## config.mk

```make
export PLATFORM = sky130hd
export DESIGN_NAME = exc_commit_ctrl
export DESIGN_NICKNAME = d
export VERILOG_FILES = /design/src/rtl/exc_ctrl_pkg.sv /design/src/rtl/exc_stage_reg.sv /design/src/rtl/exc_commit_sel.sv /design/src/rtl/exc_cause_regs.sv /design/src/rtl/exc_commit_ctrl.sv
export SDC_FILE = /design/constraint.sdc
export NUM_CORES = 1
export LEC_CHECK = 0
export ABC_CLOCK_PERIOD_IN_PS = 11650
export BUFFER_PORTS_ARGS = -buffer_cell sky130_fd_sc_hd__buf_2
export CORE_AREA = 2 2 83 125
export CTS_BUF_LIST = sky130_fd_sc_hd__clkbuf_8
export DETAILED_ROUTE_END_ITERATION = 16
export DIE_AREA = 0 0 85 127
export HOLD_SLACK_MARGIN = 0.15
export PLACE_DENSITY = 0.85
export REMOVE_ABC_BUFFERS = 1
export SYNTH_ARGS = -nofsm -noshare
export SYNTH_HDL_FRONTEND = slang
export SYNTH_SLANG_ARGS = --single-unit
```

## constraint.sdc

```tcl
create_clock -name clk -period 11.65 [get_ports clk]
set_input_delay 0 -clock clk [delete_from_list [all_inputs] [get_ports clk]]
set_output_delay 0 -clock clk [all_outputs]
set_load 0.005 [all_outputs]
```

## src/rtl/exc_ctrl_pkg.sv

```systemverilog
package exc_ctrl_pkg;
  localparam int CAUSE_W   = 5;
  localparam int N_STAGES  = 3;  // decode, execute, memory holding registers

  typedef enum logic [CAUSE_W-1:0] {
    CAUSE_IRQ   = 5'd0,
    CAUSE_FETCH = 5'd4,
    CAUSE_DADR  = 5'd5,
    CAUSE_ILL   = 5'd10,
    CAUSE_OVF   = 5'd12
  } cause_e;

  // Code attached by the holding register of stage k (fault detected upstream)
  function automatic cause_e stage_code(input int k);
    case (k)
      0:       return CAUSE_FETCH;
      1:       return CAUSE_ILL;
      default: return CAUSE_OVF;
    endcase
  endfunction
endpackage

```

## src/rtl/exc_stage_reg.sv

```systemverilog
module exc_stage_reg
  import exc_ctrl_pkg::*;
#(
  parameter int     PC_W     = 32,
  parameter cause_e NEW_CODE = CAUSE_FETCH
) (
  input  logic               clk,
  input  logic               rst_n,
  input  logic               flush,
  input  logic               in_vld,
  input  logic [PC_W-1:0]    in_pc,
  input  logic               in_exc,
  input  logic [CAUSE_W-1:0] in_code,
  input  logic               new_flag,
  output logic               q_vld,
  output logic [PC_W-1:0]    q_pc,
  output logic               q_exc,
  output logic [CAUSE_W-1:0] q_code
);
  logic               d_vld;
  logic               d_exc;
  logic [CAUSE_W-1:0] d_code;
  logic               pay_en;

  always_comb begin
    d_vld  = in_vld & ~flush;
    d_exc  = in_vld & (in_exc | new_flag) & ~flush;
    // an earlier stage's fault is kept over the one found here
    d_code = in_exc ? in_code : CAUSE_W'(NEW_CODE);
    pay_en = in_vld | q_vld;
  end

  always_ff @(posedge clk or negedge rst_n) begin
    if (!rst_n) begin
      q_vld  <= 1'b0;
      q_exc  <= 1'b0;
      q_pc   <= '0;
      q_code <= '0;
    end else begin
      q_vld <= d_vld;
      q_exc <= d_exc;
      if (pay_en) begin
        q_pc   <= in_pc;
        q_code <= d_code;
      end
    end
  end
endmodule

```

## src/rtl/exc_commit_sel.sv

```systemverilog
module exc_commit_sel
  import exc_ctrl_pkg::*;
(
  input  logic               m_vld,
  input  logic               m_exc,
  input  logic [CAUSE_W-1:0] m_code,
  input  logic               dadr_fault,
  input  logic               irq,
  output logic               take,
  output logic               clean,
  output logic [CAUSE_W-1:0] code
);
  logic any_evt;

  always_comb begin
    any_evt = m_exc | dadr_fault | irq;
    take    = m_vld & any_evt;
    clean   = m_vld & ~any_evt;
    if (irq)        code = CAUSE_W'(CAUSE_IRQ);
    else if (m_exc) code = m_code;
    else            code = CAUSE_W'(CAUSE_DADR);
  end
endmodule

```

## src/rtl/exc_cause_regs.sv

```systemverilog
module exc_cause_regs
  import exc_ctrl_pkg::*;
#(
  parameter int PC_W = 32
) (
  input  logic               clk,
  input  logic               rst_n,
  input  logic               take,
  input  logic [CAUSE_W-1:0] code,
  input  logic [PC_W-1:0]    pc,
  output logic [CAUSE_W-1:0] cause_q,
  output logic [PC_W-1:0]    epc_q
);
  logic [CAUSE_W-1:0] cause_d;
  logic [PC_W-1:0]    epc_d;

  always_comb begin
    cause_d = cause_q;
    epc_d   = epc_q;
    if (take) begin
      cause_d = code;
      epc_d   = pc;
    end
  end

  always_ff @(posedge clk or negedge rst_n) begin
    if (!rst_n) begin
      cause_q <= '0;
      epc_q   <= '0;
    end else if (take) begin
      cause_q <= cause_d;
      epc_q   <= epc_d;
    end
  end
endmodule

```

## src/rtl/exc_commit_ctrl.sv

```systemverilog
module exc_commit_ctrl
  import exc_ctrl_pkg::*;
#(
  parameter int            PC_W       = 32,
  parameter logic [PC_W-1:0] HANDLER_PC = 32'h0000_0180
) (
  input  logic               clk,
  input  logic               rst_n,
  input  logic               fetch_vld_i,
  input  logic [PC_W-1:0]    fetch_pc_i,
  input  logic               fetch_fault_i,
  input  logic               dec_illegal_i,
  input  logic               exe_ovf_i,
  input  logic               mem_dadr_fault_i,
  input  logic               irq_i,
  output logic               kill_fetch_o,
  output logic               kill_decode_o,
  output logic               kill_execute_o,
  output logic               kill_wb_o,
  output logic               redirect_vld_o,
  output logic [PC_W-1:0]    redirect_pc_o,
  output logic               commit_ok_o,
  output logic [CAUSE_W-1:0] cause_o,
  output logic [PC_W-1:0]    epc_o
);
  localparam int LAST = N_STAGES - 1;

  // reset: asserted asynchronously, released on a clock edge
  logic [1:0] rst_pipe;
  logic       rst_q;
  always_ff @(posedge clk or negedge rst_n) begin
    if (!rst_n) rst_pipe <= 2'b00;
    else        rst_pipe <= {rst_pipe[0], 1'b1};
  end
  assign rst_q = rst_pipe[1];

  logic [N_STAGES-1:0] s_vld;
  logic [N_STAGES-1:0] s_exc;
  logic [PC_W-1:0]     s_pc   [N_STAGES];
  logic [CAUSE_W-1:0]  s_code [N_STAGES];
  logic [N_STAGES-1:0] src_flag;
  logic                take;
  logic                clean;
  logic [CAUSE_W-1:0]  sel_code;

  assign src_flag = {exe_ovf_i, dec_illegal_i, fetch_fault_i};

  for (genvar k = 0; k < N_STAGES; k++) begin : g_stage
    logic               in_vld;
    logic [PC_W-1:0]    in_pc;
    logic               in_exc;
    logic [CAUSE_W-1:0] in_code;
    if (k == 0) begin : g_head
      assign in_vld  = fetch_vld_i;
      assign in_pc   = fetch_pc_i;
      assign in_exc  = 1'b0;
      assign in_code = '0;
    end else begin : g_link
      assign in_vld  = s_vld[k-1];
      assign in_pc   = s_pc[k-1];
      assign in_exc  = s_exc[k-1];
      assign in_code = s_code[k-1];
    end
    exc_stage_reg #(.PC_W(PC_W), .NEW_CODE(stage_code(k))) u_stage (
      .clk      (clk),
      .rst_n    (rst_q),
      .flush    (take),
      .in_vld   (in_vld),
      .in_pc    (in_pc),
      .in_exc   (in_exc),
      .in_code  (in_code),
      .new_flag (src_flag[k]),
      .q_vld    (s_vld[k]),
      .q_pc     (s_pc[k]),
      .q_exc    (s_exc[k]),
      .q_code   (s_code[k])
    );
  end

  exc_commit_sel u_sel (
    .m_vld      (s_vld[LAST]),
    .m_exc      (s_exc[LAST]),
    .m_code     (s_code[LAST]),
    .dadr_fault (mem_dadr_fault_i),
    .irq        (irq_i),
    .take       (take),
    .clean      (clean),
    .code       (sel_code)
  );

  exc_cause_regs #(.PC_W(PC_W)) u_regs (
    .clk     (clk),
    .rst_n   (rst_q),
    .take    (take),
    .code    (sel_code),
    .pc      (s_pc[LAST]),
    .cause_q (cause_o),
    .epc_q   (epc_o)
  );

  always_comb begin
    kill_fetch_o   = take;
    kill_decode_o  = take;
    kill_execute_o = take;
    kill_wb_o      = take;
    redirect_vld_o = take;
    redirect_pc_o  = HANDLER_PC;
    commit_ok_o    = clean;
  end


  bubble_no_take_chk: assert property (@(posedge clk) disable iff (!rst_q)
    !s_vld[LAST] |-> !take);

  flush_empties_chk: assert property (@(posedge clk) disable iff (!rst_q)
    take |=> (s_vld == '0) && (s_exc == '0));

  epc_load_chk: assert property (@(posedge clk) disable iff (!rst_q)
    take |=> (epc_o == $past(s_pc[LAST])) && (cause_o == $past(sel_code)));

  regs_hold_chk: assert property (@(posedge clk) disable iff (!rst_q)
    !take |=> $stable(cause_o) && $stable(epc_o));

  irq_code_chk: assert property (@(posedge clk) disable iff (!rst_q)
    (s_vld[LAST] && irq_i) |-> take && (sel_code == CAUSE_W'(CAUSE_IRQ)));

  carried_code_chk: assert property (@(posedge clk) disable iff (!rst_q)
    (s_vld[LAST] && s_exc[LAST] && !irq_i) |-> take && (sel_code == s_code[LAST]));

  permit_excl_chk: assert property (@(posedge clk) disable iff (!rst_q)
    !(commit_ok_o && take));
endmodule

```

==> impl_metrics.env <==
export IMPL_run_status="finished, final reports clean"
export IMPL_irDropWorstVdd_uv=119
export IMPL_antenna_cells_inserted=0
export IMPL_io_pins=115
export IMPL_finalSetupViolCount=0
export IMPL_ratio_of_total_power_to_cell_area_nw_per_um2=207
export IMPL_firstDrtPassIters=4
export IMPL_netlist_top_cells_area="dfrtp_1 (64%), mux2_2 (25%), buf_4 (4.9%)"
export IMPL_finalSetupTns_ns=0
export IMPL_detail_route_iter0_violations=100
export IMPL_compound_gate_fraction_of_synth_area_pct=1.99
export IMPL_crit_start="g_stage[2].u_stage.q_exc"
export IMPL_synth_xor_xnor_area_share_pct=0
export IMPL_clk_pin_slew_worst_paths_ns=0.07
export IMPL_crit_path_cell_chain="o31ai_4 > buf_4 > and3_1 > dlygate4sd3_1"
export IMPL_insertion_delay_ns=0.43
export IMPL_p_sw_share_pct=26.6
export IMPL_critical_path_depth=4
export IMPL_initial_core_util_pct=59.4
export IMPL_worst_ep_required_time_ns=12.02
export IMPL_grt_total_usage_pct=19.8
export IMPL_grt_first_pass_wirelength_um=16200
export IMPL_placedCellCount=548
export IMPL_rr_worst_depth=4
export IMPL_crit_end="g_stage[0].u_stage.q_exc"
export IMPL_reg2reg_slack_ns=9.60
export IMPL_cts_htree_levels=4
export IMPL_synth_sequential_area_ratio_pct=63.8
export IMPL_met2_usage_pct=34.1
export IMPL_slew_viol_final=0
export IMPL_start_kind="flip-flop"
export IMPL_final_core_utilization_pct=70.9
export IMPL_synth_seq_cells=146
export IMPL_placement_rows=44
export IMPL_regToRegStartpoint="g_stage[2].u_stage.q_exc"
export IMPL_antenna_found_initial=0
export IMPL_timing_slew_headroom_pct=27.8
export IMPL_final_layout_size_suffix_gt1_share_pct=47.6
export IMPL_fin_cells=621
export IMPL_grt_setup_unrepaired="no"
export IMPL_final_period_minus_worst_setup_slack_ns=2.05
export IMPL_clockRootBuffer="clkbuf_8"
export IMPL_residual_overflow_from_global_routing=0
export IMPL_synth_cell_types=26
export IMPL_synthesis_instances=369
export IMPL_sequentialPowerShare_pct=53.2
export IMPL_final_fill_count=634
export IMPL_netlist_top_cell_by_area="dfrtp_1"
export IMPL_critical_path_n_buffers_inverters=2
export IMPL_most_used_routing_layer_in_global_routing="met2"
export IMPL_yosys_mux_area_fraction_pct=25.2
export IMPL_detail_route_wl_per_cell_um=15.7
export IMPL_synth_yosys_warnings=0
export IMPL_finalNetCount=534
export IMPL_tritoncts="built"
export IMPL_globalRouteMet3Util_pct=6.27
export IMPL_routabilityCongestion=0.761
export IMPL_grtUsageMet1_pct=22.7
export IMPL_path_max_fanout=37
export IMPL_dr_total_vias=3207
export IMPL_power_share_clock_pct=24.1
export IMPL_yosys_area_share_adder_pct=0
export IMPL_worst_path_largest_cell_delay_ns=0.54
export IMPL_io_buffers=81
export IMPL_grt_start_max_net_pins=93
export IMPL_number_of_global_route_vias_before_repair=3385
export IMPL_drt_total_wl_um=9730
export IMPL_path_category_of_the_worst_min_delay_check="input pin to flip-flop"
export IMPL_fmax_ghz=0.488
export IMPL_design_die_area_sq_um=10800
export IMPL_timing_max_cap_violations=0
export IMPL_number_of_design_rule_violations_left_after_detail_routing=0
export IMPL_net_switching_power_uw=378
export IMPL_hold_viol=0
export IMPL_clockBufferDepth=2
export IMPL_internal_power_uw=1040
export IMPL_critical_path_slowest_cell="dlygate4sd3_1"
export IMPL_post_synth_top_area_fraction_pct=63.8
export IMPL_floorplan_die_height_um=127
export IMPL_synth_top_family_by_area="multiplexers"
export IMPL_layout_cells_most_common="dfrtp_1"
export IMPL_max_clock_skew_ns=0.00724
export IMPL_number_of_buffers_created_by_cts=17
export IMPL_power_combinational_fraction_pct=22.7
export IMPL_layout_cells_most_common_list="dfrtp_1 (145), mux2_2 (126), buf_2 (81), dlygate4sd3_1 (42), conb_1 (34)"
export IMPL_crit_reg2reg_capture="g_stage[0].u_stage.q_exc"
export IMPL_die_w_um=85
export IMPL_path_delay_family="buffers and inverters"
export IMPL_timing_setup_critical_path_class="flip-flop to flip-flop"
export IMPL_leakage_uw=0.00312
export IMPL_antenna_left=0
export IMPL_period_share_pct=17.6
export IMPL_worst_max_slew_pin_slew_ns=1.08
export IMPL_core_sq_um=9630
export IMPL_placement_cell_area_sq_um=6060
export IMPL_mapped_cell_area_sq_um=5730
export IMPL_detailedPlacementHpwl_um=5830
export IMPL_critical_path_arrival_ns=2.42
export IMPL_endpoint_kind="flip-flop"
export IMPL_mean_number_of_vias_per_cell=5.16
export IMPL_finalInstanceArea_sq_um=6840
export IMPL_clock_sinks=146
export IMPL_synthSimpleGateAreaFrac_pct=2.23
export IMPL_postSynthAreaPerCell_sq_um=15.5
export IMPL_areaGrowthSynthToFinish_pct=19.4
==> metrics by stage <==
stage | setup WS, ns | hold slack (ns) | total power [uW]
after floorplan | 7.28 | -0.296 | 939
after global placement | 9.72 | -0.215 | 1050
after detailed placement | 9.64 | -0.213 | 1080
after CTS | 9.62 | 0.298 | 1430
after global routing | 9.38 | 0.311 | 1500
final | 9.60 | 0.323 | 1420
==> worst min-delay path by stage <==
stage	start	endpoint	slack [ns]	depth (start not counted)
after floorplan	rst_n	rst_pipe[0]	-0.30	0
after global placement	rst_n	rst_pipe[0]	-0.21	1
after detailed placement	rst_n	rst_pipe[0]	-0.21	1
after CTS	fetch_pc_i[5]	g_stage[0].u_stage.q_pc[5]	0.30	3
after global routing	fetch_pc_i[21]	g_stage[0].u_stage.q_pc[21]	0.31	3
final	fetch_pc_i[5]	g_stage[0].u_stage.q_pc[5]	0.32	3
==> flip-flops by register name (all words and copies together) (netlist names) <==
| register | flops |
|---|---|
| u_regs.cause_q | 4 |
| g_stage.u_stage.q_vld | 3 |
| g_stage.u_stage.q_exc | 3 |
| g_stage.u_stage.q_pc | 96 |
| g_stage.u_stage.q_code | 6 |
| u_regs.epc_q | 32 |
| rst_pipe | 2 |
==> per-layer routing <==
metal  part of all wire (%)  wire (um)
met3                    4.7        459
met2                     54       5250
met5                      0          0
met1                     39       3820
met4                    2.0        193
==> cell families (layout without fill, tap and decap cells) <==
family / count (synthesis) / count (layout)
AO/OA/AOI/OAI: 15 / 15
other: 2 / 34
buffers and inverters: 54 / 159
AND/OR/NAND/NOR: 24 / 24
flip-flops: 146 / 146
multiplexers: 128 / 128
==> timing repair <==
| item | 4_1_cts | 5_1_grt |
|---|---|---|
| resized for setup | 0 | 0 |
| buffers inserted | 0 | 0 |
| hold endpoints to repair | 43 | 0 |
| hold buffers | 42 | 0 |
==> synth_stat cells <==
master    number
inv_1          3
clkbuf_1       1
nor3b_1        2
o22ai_1        2
mux2_1         2
nor3_1         2
nand2_1        5
buf_6          4
o21a_1         5
dfrtp_1      146
a21oi_1        1
nor2b_1        1
conb_1         2
o31a_1         2
buf_2          9
nand3_1        2
nor2_2         2
and2_1         3
buf_4         37
nor2_1         4
and3_1         1
nor4b_1        1
o21ai_0        4
o31ai_4        1
mux2_2       126
or3_1          1
==> worst min-delay path, cell delays in order <==
cell,delay [ns]
dlygate4sd3_1,0.51
buf_2,0.09
mux2_2,0.12
==> final cells by class <==
type | count | area, sq um | area share (%)
Inverter | 3 | 11.3 | 0.165
Clock inverter | 8 | 37.5 | 0.549
Timing Repair Buffer | 125 | 841 | 12.3
Tap cell | 115 | 144 | 2.11
Multi-Input combinational cell | 201 | 1830 | 26.7
Sequential cell | 146 | 3660 | 53.5
Clock buffer | 23 | 317 | 4.63
==> power by group through the flow <==
stage | clock network (uW) | registers, uW | logic [uW]
after detailed placement | 0 | 764 | 312
after floorplan | 0 | 748 | 191
after global placement | 0 | 754 | 297
final | 342 | 754 | 322
after global routing | 373 | 775 | 354
after CTS | 351 | 755 | 326
Power figures use the tool's default switching activity.
